===== src/rtl/rxq_pkg.sv =====
package rxq_pkg;
    localparam int BYTE_W     = 8;
    localparam int LANES      = 4;
    localparam int WORD_W     = BYTE_W * LANES;
    localparam int LANE_CNT_W = 3;

    typedef enum logic [1:0] {
        RQ_IDLE   = 2'd0,
        RQ_GATHER = 2'd1,
        RQ_DRAIN  = 2'd2
    } rq_state_e;
endpackage


===== src/rtl/rxq_remaining.sv =====
module rxq_remaining #(
    parameter int CNT_W      = 16,
    parameter int FIFO_DEPTH = 8
) (
    input  logic             clk,
    input  logic             rst_n,
    input  logic             load,
    input  logic [CNT_W-1:0] load_val,
    input  logic             dec,
    output logic [CNT_W-1:0] remaining,
    output logic             is_last,
    output logic             is_zero
);
    localparam int               CAP   = FIFO_DEPTH * rxq_pkg::LANES;
    localparam logic [CNT_W-1:0] CAP_V = CNT_W'(CAP);

    logic [CNT_W-1:0] clamped;

    always_comb begin
        clamped = (load_val > CAP_V) ? CAP_V : load_val;
    end

    always_ff @(posedge clk or negedge rst_n) begin
        if (!rst_n) begin
            remaining <= '0;
        end else if (load) begin
            remaining <= clamped;
        end else if (dec) begin
            remaining <= remaining - CNT_W'(1);
        end
    end

    assign is_last = (remaining == CNT_W'(1));
    assign is_zero = (remaining == '0);

    // a byte is never taken once the count is exhausted
    a_r6_no_underflow: assert property (@(posedge clk) disable iff (!rst_n)
        dec |-> remaining != '0);

    // the count never rises above the cap
    a_r3_within_cap: assert property (@(posedge clk) disable iff (!rst_n)
        remaining <= CAP_V);
endmodule


===== src/rtl/rxq_packer.sv =====
module rxq_packer (
    input  logic                               clk,
    input  logic                               rst_n,
    input  logic                               shift_en,
    input  logic [rxq_pkg::BYTE_W-1:0]         byte_in,
    input  logic                               clear,
    output logic [rxq_pkg::WORD_W-1:0]         word,
    output logic [rxq_pkg::LANE_CNT_W-1:0]     fill
);
    localparam int BW = rxq_pkg::BYTE_W;
    localparam int WW = rxq_pkg::WORD_W;
    localparam int CW = rxq_pkg::LANE_CNT_W;

    always_ff @(posedge clk or negedge rst_n) begin
        if (!rst_n) begin
            word <= '0;
            fill <= '0;
        end else if (clear) begin
            word <= '0;
            fill <= '0;
        end else if (shift_en) begin
            word <= {word[WW-BW-1:0], byte_in};
            fill <= fill + CW'(1);
        end
    end

    // no byte is shifted into a word that already holds four
    a_r7_no_shift_when_full: assert property (@(posedge clk) disable iff (!rst_n)
        shift_en |-> fill < CW'(rxq_pkg::LANES));

    // the lane count stays within a word
    a_r7_fill_bound: assert property (@(posedge clk) disable iff (!rst_n)
        fill <= CW'(rxq_pkg::LANES));
endmodule


===== src/rtl/rxq_ctrl.sv =====
module rxq_ctrl
    import rxq_pkg::*;
(
    input  logic clk,
    input  logic rst_n,
    input  logic req_we,
    input  logic req_nonzero,
    input  logic byte_valid,
    input  logic fifo_full,
    input  logic fill_is_three,
    input  logic count_is_last,
    input  logic count_is_zero,
    output logic load,
    output logic take,
    output logic push,
    output logic clear,
    output logic byte_ready,
    output logic busy,
    output logic done
);
    rq_state_e state_q, state_d;

    always_ff @(posedge clk or negedge rst_n) begin
        if (!rst_n) begin
            state_q <= RQ_IDLE;
        end else begin
            state_q <= state_d;
        end
    end

    always_comb begin
        state_d = state_q;
        unique case (state_q)
            RQ_IDLE: begin
                if (req_we && req_nonzero) state_d = RQ_GATHER;
            end
            RQ_GATHER: begin
                if (byte_valid && (fill_is_three || count_is_last)) state_d = RQ_DRAIN;
            end
            RQ_DRAIN: begin
                if (!fifo_full) state_d = count_is_zero ? RQ_IDLE : RQ_GATHER;
            end
            default: state_d = RQ_IDLE;
        endcase
    end

    always_comb begin
        load       = 1'b0;
        take       = 1'b0;
        push       = 1'b0;
        clear      = 1'b0;
        byte_ready = 1'b0;
        done       = 1'b0;
        busy       = (state_q != RQ_IDLE);
        unique case (state_q)
            RQ_IDLE: begin
                load = req_we && req_nonzero;
            end
            RQ_GATHER: begin
                byte_ready = 1'b1;
                take       = byte_valid;
            end
            RQ_DRAIN: begin
                push  = !fifo_full;
                clear = !fifo_full;
                done  = !fifo_full && count_is_zero;
            end
            default: begin
                busy = 1'b0;
            end
        endcase
    end

    // a full FIFO never receives a push
    a_r9_no_push_when_full: assert property (@(posedge clk) disable iff (!rst_n)
        fifo_full |-> !push);

    // a waiting word keeps the byte source stalled
    a_r9_stall_while_waiting: assert property (@(posedge clk) disable iff (!rst_n)
        (state_q == RQ_DRAIN && fifo_full) |=> (state_q == RQ_DRAIN && !byte_ready));

    // after done the controller is idle
    a_r10_done_then_idle: assert property (@(posedge clk) disable iff (!rst_n)
        done |=> state_q == RQ_IDLE);

    // nothing is clocked from the source while idle
    a_r11_idle_quiet: assert property (@(posedge clk) disable iff (!rst_n)
        (state_q == RQ_IDLE) |-> (!byte_ready && !push));
endmodule


===== src/rtl/rxq_request_packer.sv =====
module rxq_request_packer #(
    parameter int CNT_W      = 16,
    parameter int FIFO_DEPTH = 8
) (
    input  logic                               clk,
    input  logic                               rst_n,
    input  logic                               req_we,
    input  logic [CNT_W-1:0]                   req_count,
    output logic [CNT_W-1:0]                   remaining,
    output logic                               busy,
    input  logic                               byte_valid,
    input  logic [rxq_pkg::BYTE_W-1:0]         byte_data,
    output logic                               byte_ready,
    output logic                               fifo_push,
    output logic [rxq_pkg::WORD_W-1:0]         fifo_word,
    output logic [rxq_pkg::LANE_CNT_W-1:0]     fifo_nbytes,
    input  logic                               fifo_full,
    output logic                               done
);
    localparam int CW = rxq_pkg::LANE_CNT_W;

    logic load, take, clear;
    logic count_is_last, count_is_zero;

    rxq_remaining #(.CNT_W(CNT_W), .FIFO_DEPTH(FIFO_DEPTH)) u_count (
        .clk       (clk),
        .rst_n     (rst_n),
        .load      (load),
        .load_val  (req_count),
        .dec       (take),
        .remaining (remaining),
        .is_last   (count_is_last),
        .is_zero   (count_is_zero)
    );

    rxq_packer u_pack (
        .clk      (clk),
        .rst_n    (rst_n),
        .shift_en (take),
        .byte_in  (byte_data),
        .clear    (clear),
        .word     (fifo_word),
        .fill     (fifo_nbytes)
    );

    rxq_ctrl u_ctrl (
        .clk           (clk),
        .rst_n         (rst_n),
        .req_we        (req_we),
        .req_nonzero   (req_count != '0),
        .byte_valid    (byte_valid),
        .fifo_full     (fifo_full),
        .fill_is_three (fifo_nbytes == CW'(3)),
        .count_is_last (count_is_last),
        .count_is_zero (count_is_zero),
        .load          (load),
        .take          (take),
        .push          (fifo_push),
        .clear         (clear),
        .byte_ready    (byte_ready),
        .busy          (busy),
        .done          (done)
    );

    // every accepted byte lowers the count by one
    a_r6_decrement: assert property (@(posedge clk) disable iff (!rst_n)
        (byte_valid && byte_ready) |=> remaining == $past(remaining) - CNT_W'(1));

    // a write during a request does not alter the count
    a_r5_busy_write_ignored: assert property (@(posedge clk) disable iff (!rst_n)
        (busy && req_we && !(byte_valid && byte_ready)) |=> remaining == $past(remaining));

    // a pushed word carries between one and four bytes
    a_r8_nbytes_range: assert property (@(posedge clk) disable iff (!rst_n)
        fifo_push |-> (fifo_nbytes != '0 && fifo_nbytes <= CW'(4)));

    // done only accompanies the final push
    a_r10_done_with_final_push: assert property (@(posedge clk) disable iff (!rst_n)
        done |-> (fifo_push && remaining == '0));
endmodule


===== config.mk =====
export PLATFORM = sky130hd
export DESIGN_NAME = rxq_request_packer
export DESIGN_NICKNAME = d
export VERILOG_FILES = /design/src/rtl/rxq_pkg.sv /design/src/rtl/rxq_remaining.sv /design/src/rtl/rxq_packer.sv /design/src/rtl/rxq_ctrl.sv /design/src/rtl/rxq_request_packer.sv
export SDC_FILE = /design/constraint.sdc
export NUM_CORES = 1
export LEC_CHECK = 0
export ABC_AREA = 1
export BUFFER_PORTS_ARGS = -buffer_cell sky130_fd_sc_hd__buf_2
export CAP_MARGIN = 15
export CORE_MARGIN = 2
export CORE_UTILIZATION = 51
export CTS_CLUSTER_DIAMETER = 30
export DETAILED_ROUTE_END_ITERATION = 6
export GPL_TIMING_DRIVEN = 0
export PLACE_DENSITY = 0.86
export REMOVE_ABC_BUFFERS = 1
export SLEW_MARGIN = 20
export SYNTH_ARGS = -nofsm -noshare
export SYNTH_HDL_FRONTEND = slang
export SYNTH_SLANG_ARGS = --single-unit
export TNS_END_PERCENT = 30

===== constraint.sdc =====
create_clock -name clk -period 1.7 [get_ports clk]
set_input_delay 0.34 -clock clk [delete_from_list [all_inputs] [get_ports clk]]
set_output_delay 0.34 -clock clk [all_outputs]
set_load 0.01 [all_outputs]

After elaboration in Yosys (flattened, before gate mapping)
Index checks and enable logic that the tools add are counted.
Widths: inputs -> output; s select.
{ "word_totals": {"reg_bits": 53, "in_bits": 29, "wordCells": 45} }
{ "classes": {"addsub": 2, "magnitude_cmp": 1, "n_eq_ne": 7, "n_mux": 18, "n_reduce_logical": 13} }
{ "ops": {"columns": ["operator", "count"], "rows": [
  ["$mux 32", 2],
  ["$mux 16", 3],
  ["$eq 16x1->1 const B", 1],
  ["$gt 16x6->1 const B", 1],
  ["$logic_not 16->1", 1],
  ["$reduce_bool 16->1", 1],
  ["$sub 16x1->16 const B", 1],
  ["$mux 1", 7],
  ["$mux 2", 3],
  ["$mux 3", 2],
  ["$pmux 2 s3", 1],
  ["$reduce_bool 2->1", 3],
  ["$ne 2x1->1 const B", 2],
  ["$add 3x1->3 const B", 1],
  ["$eq 3x2->1 const B", 1],
  ["$logic_and 1x1->1", 3],
  ["$reduce_and 3->1", 1],
  ["$reduce_or 3->1", 1],
  ["$eq 2x1->1 const B", 1],
  ["$eq 2x2->1 const B", 1],
  ["$logic_not 2->1", 1],
  ["$ne 2x2->1 const B", 1],
  ["$logic_not 1->1", 1],
  ["$logic_or 1x1->1", 1]
]} }

Logic depth before layout (Yosys ltp)
Gate-level depths: netlist (run 1).
{ "logic_depth": {"depth_word": 5, "ltp_mapped": 11, "ltp_nobuf": 11} }

Hierarchy
From an unflattened synthesis (run 1), not the netlist that was laid out.
{ "unflattened": {"hier_cells": 381, "area_unflattened_um2": 2867.8} }
{ "by_module_without_submodules": {"columns": ["mod", "instances", "cells_each", "area_per_inst_um2", "seq_area_each_um2"], "rows": [
  ["rxq_packer", 1, 151, 1406.3, 875.8],
  ["rxq_remaining", 1, 180, 1186.1, 400.4],
  ["rxq_ctrl", 1, 33, 211.5, 50.0],
  ["rxq_request_packer", 1, 17, 63.8, 0.0]
]} }

Worst setup path after synthesis (run 1)
Ideal clock, no wire load.
{ "synth_timing": {"path_type": "register to output", "start": "reg u_ctrl.state_q[0]", "end": "out done", "t_arrival_ns": 1.326, "required_ns": 1.360, "setup_slack_ns": 0.034, "path_stages_with_launch": 8, "path_buffers": 1, "path_cell_list": "dfrtp_1 > inv_1 > ha_1 > inv_1 > nor2_2 > inv_1 > clkbuf_1 > nor2_1"} }
{ "synth_via": {"elab_chain_cells": 2} }
{ "synth_lines": {"columns": ["element", "line_no", "rtl"], "rows": [
  ["from (decl)", "rxq_ctrl.sv:21", "rq_state_e state_q, state_d;"],
  ["from (signal assigned)", "rxq_ctrl.sv:27", "state_q <= state_d;"],
  ["$eq 2x2->1", "rxq_ctrl.sv:55", "unique case (state_q)"],
  ["$mux 1", "rxq_ctrl.sv:55", null],
  ["to (decl)", "rxq_request_packer.sv:18", "output logic done"]
]} }
No other way between the ends.

Final worst setup path (run 1)
{ "layout_timing": {"start": "reg u_count.remaining[1]", "end": "out done"} }
{ "layout_via": {"elab_chain_cells": 3} }
{ "layout_lines": {"columns": ["element", "line_no", "rtl"], "rows": [
  ["from (decl)", "rxq_remaining.sv:10", "output logic [CNT_W-1:0] remaining,"],
  ["from (signal assigned)", "rxq_remaining.sv:27", "remaining <= clamped;"],
  ["from (signal assigned)", "rxq_remaining.sv:29", "remaining <= remaining - CNT_W'(1);"],
  ["$logic_not 16->1", "rxq_remaining.sv:34", "assign is_zero = (remaining == '0);"],
  ["$logic_and 1x1->1", "rxq_ctrl.sv:66", "done = !fifo_full && count_is_zero;"],
  ["$mux 1", "rxq_ctrl.sv:55", null]
]} }
No other way between the ends.

==> summary.txt, run 1 <==
Run status
  – Status: finished with violations
  – Failing checks: negative setup slack

Finish
  – Fin cells: ~500
  – Most frequent cells in the layout: 81 x buf_2, 64 x nand2_1, 47 x dfrtp_1, 40 x inv_1, 25 x nand3_1
  – Nets@finish: approximately 460
  – Final core occ: 0.692
  – FF+latch area: 1330 um^2
  – Area of the multi-input gates: 1220 um^2
  – Area growth, synth to finish: 31.7%
  – Antenna diode count: 0
  – Fraction of layout instances using a drive strength above 1: 0.363
  – Fillers: roughly 400
  – Most common cell after layout, fill and taps aside: buf_2

STA
  – Measured slew at the worst slew-check pin: around 0.66 ns
  – Final period utilization: 1.04
  – Final Hold Slack: 0.0609 ns
  – Tmin final: between 1.5 and 2 ns
  – Pins Over Slew Limit: 0
  – Fmax: 566 MHz
  – Setup Viol. Count Final: 1
  – Max-slew headroom: 0.560
  – RSZ-0062 raised after global routing: yes
  – Final hold violations: 0
  – Skew final: around 0.006 ns
  – Setup ws final: -0.0664 ns

Worst setup path
  – R2R cell count: 7
  – R2r setup slk: roughly 0.09 ns
  – Worst setup path class: flip-flop to primary output
  – Critical path cell sequence: inv_2 > ha_4 > nand2_4 > nor2_4 > nand2_2 > nor2_2 > buf_2
  – Worst setup EP type: primary output
  – Largest stage delay, worst path: approximately 0.42 ns
  – Crit-path max FO: 5
  – Worst Path Required: around 1.4 ns
  – Slowest library cell on the worst path: dfrtp_1
  – CP arrival: between 1 and 1.5 ns
  – Startpoint class of the critical path: flip-flop

Global routing
  – Initial antenna violation count: 0
  – Largest net degree at the start of global routing: between 50 and 60
  – Vias in the first global route: about 2400
  – Grt total ovfl: 0
  – Global-route wire length before repair: approximately 11000 um
  – Global Route Usage Sum: 0.235

Drt
  – Iter 0 DRT Violations: 141
  – Remaining DRCs: 0
  – Routed WL per cell: around 13 um
  – DRT antenna net count: 0
  – Vias/cell: 5.09
  – Via Count: between 2000 and 3000
  – Pre-antenna DRT Iters: 4
  – WL final: about 6700 um

CTS
  – # hold bufs at CTS: 0
  – TritonCTS clock tree: done
  – CTS buffer count: 5
  – Clock transition at path regs: roughly 0.090 ns
  – Max Buffers Root-to-Sink: 2
  – H-tree depth: 2
  – Clk root buf: clkbuf_8
  – Clock Latency Late Sink: 0.30 ns
  – # clock sinks: 53

Logic synthesis
  – Seq cells post-synth: between 50 and 60
  – Cells after Synth: roughly 320
  – Share of the yosys chip area belonging to registers: 0.494
  – Synthesized area: between 2000 and 3000 um^2
  – Mapped Avg Cell Area: roughly 8.3 um^2
  – Post-synth cell types: 27
  – Top cells by area, synth: dfrtp_1 49%, nand2_1 9.4%, inv_1 6.4%
  – Area share of the largest cell type after synthesis: 0.494
  – Synth warnings: 0
  – Yosys top cell by area: dfrtp_1

Power and ir drop
  – Comb power frac: 0.512
  – Static Leak: 1.87 nW
  – Worst VDD drop: 0.00105 V
  – Switching share of power: 0.428
  – Int Power: approximately 3.5 mW
  – Seq pwr share: 0.350
  – PwrDens: around 1700 nW/um^2
  – Psw: around 2.6 mW
  – Clock share of power: 0.139

Placed design
  – Placed Instances: 469
  – Port buffer count: 83
  – HPWL after DPL: 4510 um
  – Gpl congestion: around 0.91

Hold path
  – Min-delay worst type: primary input to async pin

Floorplanning
  – IO Pins: 84
  – Full die area: between 5000 and 6000 um^2
  – Die X: about 77 um
  – Die Y: approximately 77 um
  – Rows: 26
  – Core area: a little over 5000 um^2
  – Initial Util: 0.525

Job
  – Max-cap violations: 0
[sequential cells by signal, summed over array words and instances, names as in the netlist]
name / cells
u_count.remaining: 16
u_ctrl.state_q: 2
u_pack.fill: 3
u_pack.word: 32
[stage by stage]
stage / cell area, um^2 / power, mW / setup slack [ns] / setup TNS (ns)
after floorplan: 2630 / 3.76 / -0.0487 / -1.39
after global placement: 3130 / 4.61 / -0.390 / -11.73
after detailed placement: 3140 / 4.73 / -0.451 / -13.82
after CTS: 3430 / 5.84 / -0.0574 / -0.0574
after global routing: 3530 / 6.53 / -0.181 / -0.249
final: 3530 / 6.03 / -0.0664 / -0.0664
[path summary, 6_finish.rpt]
path,startpoint,to
min in group clk,byte_data[2],u_pack.word[2]$_DFFE_PN0P_
setup / recovery,u_count.remaining[1]$_DFFE_PN0P_,done
max in group asynchronous,rst_n,u_count.remaining[10]$_DFFE_PN0P_
hold / removal,rst_n,u_count.remaining[0]$_DFFE_PN0P_
hold reg to reg,u_pack.fill[0]$_DFFE_PN0P_,u_pack.fill[0]$_DFFE_PN0P_
setup reg to reg,u_ctrl.state_q[1]$_DFFE_PN0P_,u_count.remaining[3]$_DFFE_PN0P_
[worst max-delay path, delay by kind of cell, from the launching register on]
kind,cells,cell delay [ns]
adder cells (fa/ha/maj),1,0.16
buffers and inverters,2,0.22
flip-flops,1,0.42
AND/OR/NAND/NOR,4,0.33
[power by group through the flow]
stage	sequential [mW]	clock (mW)	combinational, mW
global placement	2.10	0	2.51
finish	2.11	0.837	3.09
floorplan	2.32	0	1.44
detailed placement	2.14	0	2.59
global route	2.17	0.912	3.44
CTS	2.12	0.854	2.87
[metal layers]
layer / part of all wire / GRT usage / wire length (um)
met4: 0.0063 / 0.0564 / 42
met1: 0.41 / 0.286 / 2710
met5: 0 / 0 / 0
met3: 0.080 / 0.0640 / 534
met2: 0.51 / 0.415 / 3400
[cell usage after synthesis, drive strengths merged]
cell type / n
nand3: 26
nor3: 2
nor2: 39
ha: 8
clkbuf: 2
dfrtp: 53
buf: 6
xnor2: 4
a21oi: 6
o22ai: 17
xor2: 5
inv: 49
nand2: 73
nand4: 4
o211ai: 1
o21ai: 29
[cells by family (layout without fill, tap and decap cells)]
kind of cell,Yosys count,after routing,synth area share
compound gates,53,53,0.108
buf+inv,57,160,0.0886
fa+ha+maj,8,8,0.0373
xor+xnor,9,9,0.0294
flops,53,53,0.494
simple gates,144,144,0.243
[layout make-up]
cell class / instances / share of cell area
Clock buffer: 5 / 0.0195
Clock inverter: 2 / 0.0110
Inverter: 49 / 0.0556
Multi-Input combinational cell: 214 / 0.346
Sequential cell: 53 / 0.377
Tap cell: 70 / 0.0248
Timing Repair Buffer: 104 / 0.166
[repair_timing]
item | in CTS | in global routing
endpoints found under the hold margin | 0 | 0
resized for setup | 29 | 13
pin swaps | 5 | 3
endpoints found under the setup margin | 39 | 43
buffers inserted | 12 | 9
(Power assumes the default switching activity.)
==> run 2: changes to the inputs <==
REMOVE_ABC_BUFFERS = default   (was 1)
==> summary.txt, run 2 (synthesized netlist as in run 1, its figures left out) <==
Drt
  – Remaining DRCs: 0 (unchanged)
  – DRT antenna net count: 0 (unchanged)
  – Iter 0 DRT Violations: 178 (was 141)
  – Vias/cell: 5.23 (was 5.09)
  – Via Count: 2678 (was 2531)
  – Pre-antenna DRT Iters: 4 (unchanged)
  – Routed WL per cell: 14.4 um (was 13.4 um)
  – WL final: 7380 um (was 6680 um)

STA
  – Final hold violations: 0 (unchanged)
  – Tmin final: 1.81 ns (was 1.77 ns)
  – Max-slew headroom: 0.557 (was 0.560)
  – Fmax: 552 MHz (was 566 MHz)
  – Measured slew at the worst slew-check pin: 0.664 ns (was 0.661 ns)
  – Final period utilization: 1.07 (was 1.04)
  – Pins Over Slew Limit: 0 (unchanged)
  – Skew final: 0.00860 ns (was 0.00614 ns)
  – Setup ws final: -0.113 ns (was -0.0664 ns)
  – Setup Viol. Count Final: 1 (unchanged)
  – Setup TNS: -0.113 ns (was -0.0664 ns)
  – RSZ-0062 raised after global routing: yes (unchanged)
  – Final Hold Slack: 0.0432 ns (was 0.0609 ns)

Global routing
  – Initial antenna violation count: 0 (unchanged)
  – Most Crowded Layer GR: met2 (unchanged)
  – Grt total ovfl: 0 (unchanged)
  – Global-route wire length before repair: 11400 um (was 11200 um)
  – Global Route Usage Sum: 0.243 (was 0.235)
  – M3 GR Usage: 0.0770 (was 0.0640)
  – Global routing usage on met1: 0.279 (was 0.286)
  – GR Layer Usage met2: 0.415 (unchanged)
  – Largest net degree at the start of global routing: 54 (unchanged)
  – Vias in the first global route: 2618 (was 2449)

Run status
  – Status: finished with violations (unchanged)
  – Failing checks: negative setup slack (unchanged)

CTS
  – TritonCTS clock tree: done (unchanged)
  – Clk root buf: clkbuf_8 (unchanged)
  – Clock Latency Late Sink: 0.32 ns (was 0.30 ns)
  – CTS buffer count: 5 (unchanged)
  – Max Buffers Root-to-Sink: 2 (unchanged)
  – # clock sinks: 53 (unchanged)
  – # hold bufs at CTS: 0 (unchanged)
  – Clock transition at path regs: 0.10 ns (was 0.09 ns)
  – H-tree depth: 2 (unchanged)

Worst setup path
  – Worst R2R Start: u_count.remaining[0]$_DFFE_PN0P_ (was u_ctrl.state_q[1]$_DFFE_PN0P_)
  – R2R cell count: 10 (was 7)
  – Worst setup EP type: primary output (unchanged)
  – RR Endpoint: u_count.remaining[14]$_DFFE_PN0P_ (was u_count.remaining[3]$_DFFE_PN0P_)
  – Critical path cell sequence: nor2_2 > nand2_1 > nor2_2 > nand2_2 > nor2_2 > buf_2 (was inv_2 > ha_4 > nand2_4 > nor2_4 > nand2_2 > nor2_2 > buf_2)
  – CP arrival: 1.47 ns (was 1.43 ns)
  – Crit-path max FO: 5 (unchanged)
  – Largest stage delay, worst path: 0.45 ns (was 0.42 ns)
  – R2r setup slk: 0.06 ns (was 0.09 ns)
  – Worst setup path class: flip-flop to primary output (unchanged)
  – Worst Path Required: 1.36 ns (about the same)
  – CP most frequent cell: nor2_2
  – Slowest library cell on the worst path: dfrtp_2 (was dfrtp_1)
  – Startpoint class of the critical path: flip-flop (unchanged)

Finish
  – Area of the multi-input gates: 1230 um^2 (was 1220 um^2)
  – Top flop regs: u_pack.word (32), u_count.remaining (16), u_pack.fill (3) (unchanged)
  – Antenna diode count: 0 (unchanged)
  – Nets@finish: 478 (was 464)
  – Largest register FFs: 32 (unchanged)
  – Most common cell after layout, fill and taps aside: buf_2 (unchanged)
  – Fraction of layout instances using a drive strength above 1: 0.394 (was 0.363)
  – FF+latch area: 1340 um^2 (was 1330 um^2)
  – Area growth, synth to finish: 35.0% (was 31.7%)
  – Fin cells: 512 (was 497)
  – Fillers: 382 (was 403)
  – Reg with most FFs: u_pack.word (unchanged)
  – Most frequent cells in the layout: 83 x buf_2, 63 x nand2_1, 46 x dfrtp_1, 40 x inv_1, 32 x buf_4 (was 81 x buf_2, 64 x nand2_1, 47 x dfrtp_1, 40 x inv_1, 25 x nand3_1)

Job
  – Max-cap violations: 0 (unchanged)

Logic synthesis
  – Post-Syn Nets: 361

Floorplanning
  – Die X: 76.5 um (unchanged)
  – Full die area: 5860 um^2 (unchanged)
  – Rows: 26 (unchanged)
  – IO Pins: 84 (unchanged)
  – Initial Util: 0.525 (unchanged)
  – Core area: 5110 um^2 (unchanged)
  – Die Y: 76.5 um (unchanged)

Placed design
  – Placed Instances: 477 (was 469)
  – Port buffer count: 83 (unchanged)
  – HPWL after DPL: 4830 um (was 4510 um)
  – Gpl congestion: 0.846 (was 0.910)

Hold path
  – Min-delay worst type: primary input to async pin (unchanged)

Power and ir drop
  – PwrDens: 1750 nW/um^2 (was 1710 nW/um^2)
  – Worst VDD drop: 0.00121 V (was 0.00105 V)
  – Static Leak: 1.93 nW (was 1.87 nW)
run 2: cell types whose count changed in the layout (fill, tap and decap cells not counted), sizes merged:
cell    previous run  this run
clkbuf             5         7
clkinv             0         1
buf              104       117
bufinv             1         0
run 2: final cells by class:
class | instances | share of cell area
plain buffers | 7 | 0.0135
clock buffers | 6 | 0.0228
repair buffers | 111 | 0.175
well taps | 70 | 0.0242
clock inverters | 2 | 0.00484
multi-input cells | 214 | 0.339
flip-flops and latches | 53 | 0.369
inverters | 49 | 0.0522
run 2: timing repair:
| item | 4_1_cts | 5_1_grt |
|---|---|---|
| cloned | 0 | 0 |
| pin swaps | 5 | 9 |
| resized for setup | 18 | 26 |
| setup buffers | 12 | 17 |
| endpoints found under the setup margin | 3 | 35 |
run 2: power breakdown:
part / internal, mW / switching, mW / leakage, nW
Sequential: 1.76 / 0.369 / 0.694
Clock: 0.339 / 0.447 / 0.0518
Combinational: 1.47 / 1.95 / 1.19
Total: 3.57 / 2.77 / 1.93
run 2: routing by layer:
layer,part of all wire,up-vias
li1,-,1269
met1,0.38,1276
met2,0.52,112
met3,0.069,21
met4,0.032,0
met5,0,-
run 2: worst max-delay path, delay by kind of cell (launching register included):
kind,cells,cell delay (ns)
and+or+nand+nor,5,0.58
DFF,1,0.45
buffers and inverters,1,0.13
run 2: worst max path at each step:
stage	endpoint	start	cells past startpoint	slack [ns]
2_1_floorplan	done	u_ctrl.state_q[0]$_DFFE_PN0P_	7	0.03
5_1_grt	done	u_count.remaining[13]$_DFFE_PN0P_	6	-0.19
3_5_place_dp	done	u_ctrl.state_q[0]$_DFFE_PN0P_	8	-0.1
4_1_cts	done	u_ctrl.state_q[0]$_DFFE_PN0P_	8	-0.12
3_3_place_gp	done	u_ctrl.state_q[0]$_DFFE_PN0P_	8	-0.02
6_report	done	u_count.remaining[13]$_DFFE_PN0P_	6	-0.11
run 2: through the flow:
step                      utilization  area, um^2  worst slack [ns]  total power [mW]
after CTS                       0.672        3430            -0.122              5.82
final                           0.709        3620            -0.113              6.34
after detailed placement        0.624        3190           -0.0974              4.81
after global routing            0.709        3620            -0.187              6.80
after global placement          0.624        3190           -0.0203              4.70
after floorplan                     -        2680            0.0344              3.84
==> run 3: changes to the inputs <==
CORE_UTILIZATION = 55   (was 51)
PLACE_DENSITY = 0.91   (was 0.86)
clock period = 2.2 ns   (was 1.7 ns; I/O delays follow)
==> summary.txt, run 3 (synthesized netlist as in run 1, its figures left out) <==
Run status
  – Status: finished, final reports clean (was finished with violations)

Floorplanning
  – Die Y: 73.8 um (was 76.5 um)
  – IO Pins: 84 (unchanged)
  – Full die area: 5450 um^2 (was 5860 um^2)
  – Core area: 4720 um^2 (was 5110 um^2)
  – Die X: 73.8 um (was 76.5 um)
  – Initial Util: 0.568 (was 0.525)
  – Rows: 25 (was 26)

Finish
  – Top flop regs: u_pack.word (32), u_count.remaining (16), u_pack.fill (3) (unchanged)
  – Fraction of layout instances using a drive strength above 1: 0.289 (was 0.394)
  – Fin cells: 482 (was 512)
  – Most frequent cells in the layout: 84 x buf_2, 67 x nand2_1, 53 x dfrtp_1, 45 x inv_1, 30 x nor2_1 (was 83 x buf_2, 63 x nand2_1, 46 x dfrtp_1, 40 x inv_1, 32 x buf_4)
  – Nets@finish: 452 (was 478)
  – Area growth, synth to finish: 23.4% (was 35.0%)
  – Reg with most FFs: u_pack.word (unchanged)
  – Largest register FFs: 32 (unchanged)
  – Antenna diode count: 0 (unchanged)
  – Most common cell after layout, fill and taps aside: buf_2 (unchanged)

Worst setup path
  – Slowest library cell on the worst path: dfrtp_1 (was dfrtp_2)
  – Startpoint class of the critical path: flip-flop (unchanged)
  – Worst setup EP type: primary output (unchanged)
  – Top delay family on crit path: simple AND/OR/NAND/NOR gates (unchanged)
  – Critical path cell sequence: inv_1 > ha_2 > nand2_2 > nor2_4 > nand2_1 > nor2_1 > buf_2 (was nor2_2 > nand2_1 > nor2_2 > nand2_2 > nor2_2 > buf_2)
  – Largest stage delay, worst path: 0.41 ns (was 0.45 ns)
  – Crit-path max FO: 5 (unchanged)
  – Critical path buffers and inverters: 2 (was 1)
  – Worst setup path class: flip-flop to primary output (unchanged)
  – CP arrival: 1.66 ns (was 1.47 ns)
  – Worst Path Required: 1.76 ns (was 1.36 ns)

STA
  – Tmin final: roughly 2.1 ns
  – Measured slew at the worst slew-check pin: 0.665 ns (was 0.664 ns)
  – Pins Over Slew Limit: 0 (unchanged)
  – Setup TNS: 0 ns (was -0.113 ns)
  – Fmax: around 480 MHz
  – RSZ-0062 raised after global routing: no (was yes)
  – Max-slew headroom: 0.557 (about the same)
  – Setup Viol. Count Final: 0 (was 1)
  – Skew final: 0.0108 ns (was 0.00860 ns)
  – Final Hold Slack: 0.138 ns (was 0.0432 ns)
  – Final hold violations: 0 (unchanged)
  – Final period utilization: 0.953

Drt
  – Pre-antenna DRT Iters: 4 (unchanged)
  – Routed WL per cell: 13.7 um (was 14.4 um)
  – Remaining DRCs: 0 (unchanged)
  – Via Count: 2540 (was 2678)
  – WL final: 6620 um (was 7380 um)
  – Vias/cell: 5.27 (was 5.23)
  – DRT antenna net count: 0 (unchanged)
  – Iter 0 DRT Violations: 208 (was 178)

CTS
  – Clk root buf: clkbuf_8 (unchanged)
  – Clock transition at path regs: 0.10 ns (about the same)
  – TritonCTS clock tree: done (unchanged)
  – Max Buffers Root-to-Sink: 2 (unchanged)
  – H-tree depth: 2 (unchanged)
  – CTS buffer count: 5 (unchanged)
  – Clock Latency Late Sink: 0.32 ns (about the same)
  – # hold bufs at CTS: 0 (unchanged)
  – # clock sinks: 53 (unchanged)

Placed design
  – Gpl congestion: 0.850 (was 0.846)
  – Placed Instances: 474 (was 477)
  – Port buffer count: 83 (unchanged)
  – HPWL after DPL: 5000 um (was 4830 um)

Power and ir drop
  – Seq pwr share: 0.367 (was 0.336)
  – Comb power frac: 0.482 (was 0.540)
  – Switching share of power: 0.433 (was 0.436)
  – Int Power: 2.51 mW (was 3.57 mW)
  – Static Leak: 1.80 nW (was 1.93 nW)
  – Worst VDD drop: 0.000666 V (was 0.00121 V)
  – Clock share of power: 0.152 (was 0.124)
  – Tot Pwr: 4.43 mW (was 6.34 mW)
  – Psw: 1.92 mW (was 2.77 mW)
  – PwrDens: 1340 nW/um^2 (was 1750 nW/um^2)

Global routing
  – Grt total ovfl: 0 (unchanged)
  – Vias in the first global route: 2569 (was 2618)
  – M3 GR Usage: 0.0768 (was 0.0770)
  – Global routing usage on met1: 0.293 (was 0.279)
  – Most Crowded Layer GR: met2 (unchanged)
  – Largest net degree at the start of global routing: 54 (unchanged)
  – Global-route wire length before repair: 11000 um (was 11400 um)
  – Initial antenna violation count: 0 (unchanged)
  – Global Route Usage Sum: 0.264 (was 0.243)
  – GR Layer Usage met2: 0.473 (was 0.415)

Logic synthesis
  – Post-Syn Nets: 361 (unchanged)

Hold path
  – Min-delay worst type: primary input to async pin (unchanged)

Job
  – Max-cap violations: 0 (unchanged)
==> run 3: final cells by class <==
class                           count  area, um^2
Buffer                              7        47.5
Clock buffer                        5        68.8
Clock inverter                      2        38.8
Fill cell                         381        1410
Inverter                           49         186
Multi-Input combinational cell    214        1130
Sequential cell                    53        1330
Tap cell                           67        83.8
Timing Repair Buffer               85         433
==> run 3: worst reg2reg max path, delay by kind of cell (launching register included) <==
family          cells  cell delay [ns]
compound gates      1             0.17
fa+ha+maj           1             0.23
buf+inv             4             0.57
flops               1             0.42
simple gates        2             0.28
==> run 3: metrics by stage <==
step                      utilization  instance area (um^2)  worst slack (ns)
final                           0.701                  3310             0.103
after global routing            0.701                  3310            0.0159
after CTS                       0.696                  3290            0.0523
after detailed placement        0.674                  3180             0.306
after global placement          0.674                  3180             0.324
after floorplan                     -                  2680             0.434
==> run 3: power by group through the flow <==
| stage | Combinational [mW] | Sequential [mW] | Clock (mW) |
|---|---|---|---|
| after floorplan | 1.17 | 1.80 | 0 |
| after detailed placement | 2.09 | 1.64 | 0 |
| after CTS | 2.10 | 1.63 | 0.676 |
| final | 2.13 | 1.62 | 0.671 |
| after global placement | 1.99 | 1.63 | 0 |
| after global routing | 2.39 | 1.66 | 0.710 |
==> run 3: timing repair <==
| action | CTS | global route |
|---|---|---|
| setup endpoints to repair | 1 | 1 |
| pin swaps | 0 | 0 |
| resized for setup | 0 | 3 |
| buffers inserted | 0 | 2 |
==> run 3: layer usage <==
metal	part of all wire	routed length, um	up-vias
li1	-	-	1223
met1	0.38	2520	1208
met2	0.53	3490	92
met3	0.068	453	17
met4	0.023	153	0
met5	0	0	-
==> run 3: path summary, 6_finish.rpt <==
| kind | startpoint | end | slack, ns | cells after the start |
|---|---|---|---|---|
| worst min register to register | u_pack.fill[0]$_DFFE_PN0P_ | u_pack.fill[0]$_DFFE_PN0P_ | 0.52 | 1 |
| max in group asynchronous | rst_n | u_pack.word[21]$_DFFE_PN0P_ | 1.61 | 1 |
| worst min-delay path | rst_n | u_count.remaining[6]$_DFFE_PN0P_ | 0.14 | 1 |
| worst max-delay path | u_count.remaining[0]$_DFFE_PN0P_ | done | 0.10 | 7 |
| min in group clk | byte_data[7] | u_pack.word[7]$_DFFE_PN0P_ | 0.33 | 3 |
| worst max register to register | u_ctrl.state_q[0]$_DFFE_PN0P_ | u_pack.fill[2]$_DFFE_PN0P_ | 0.45 | 8 |
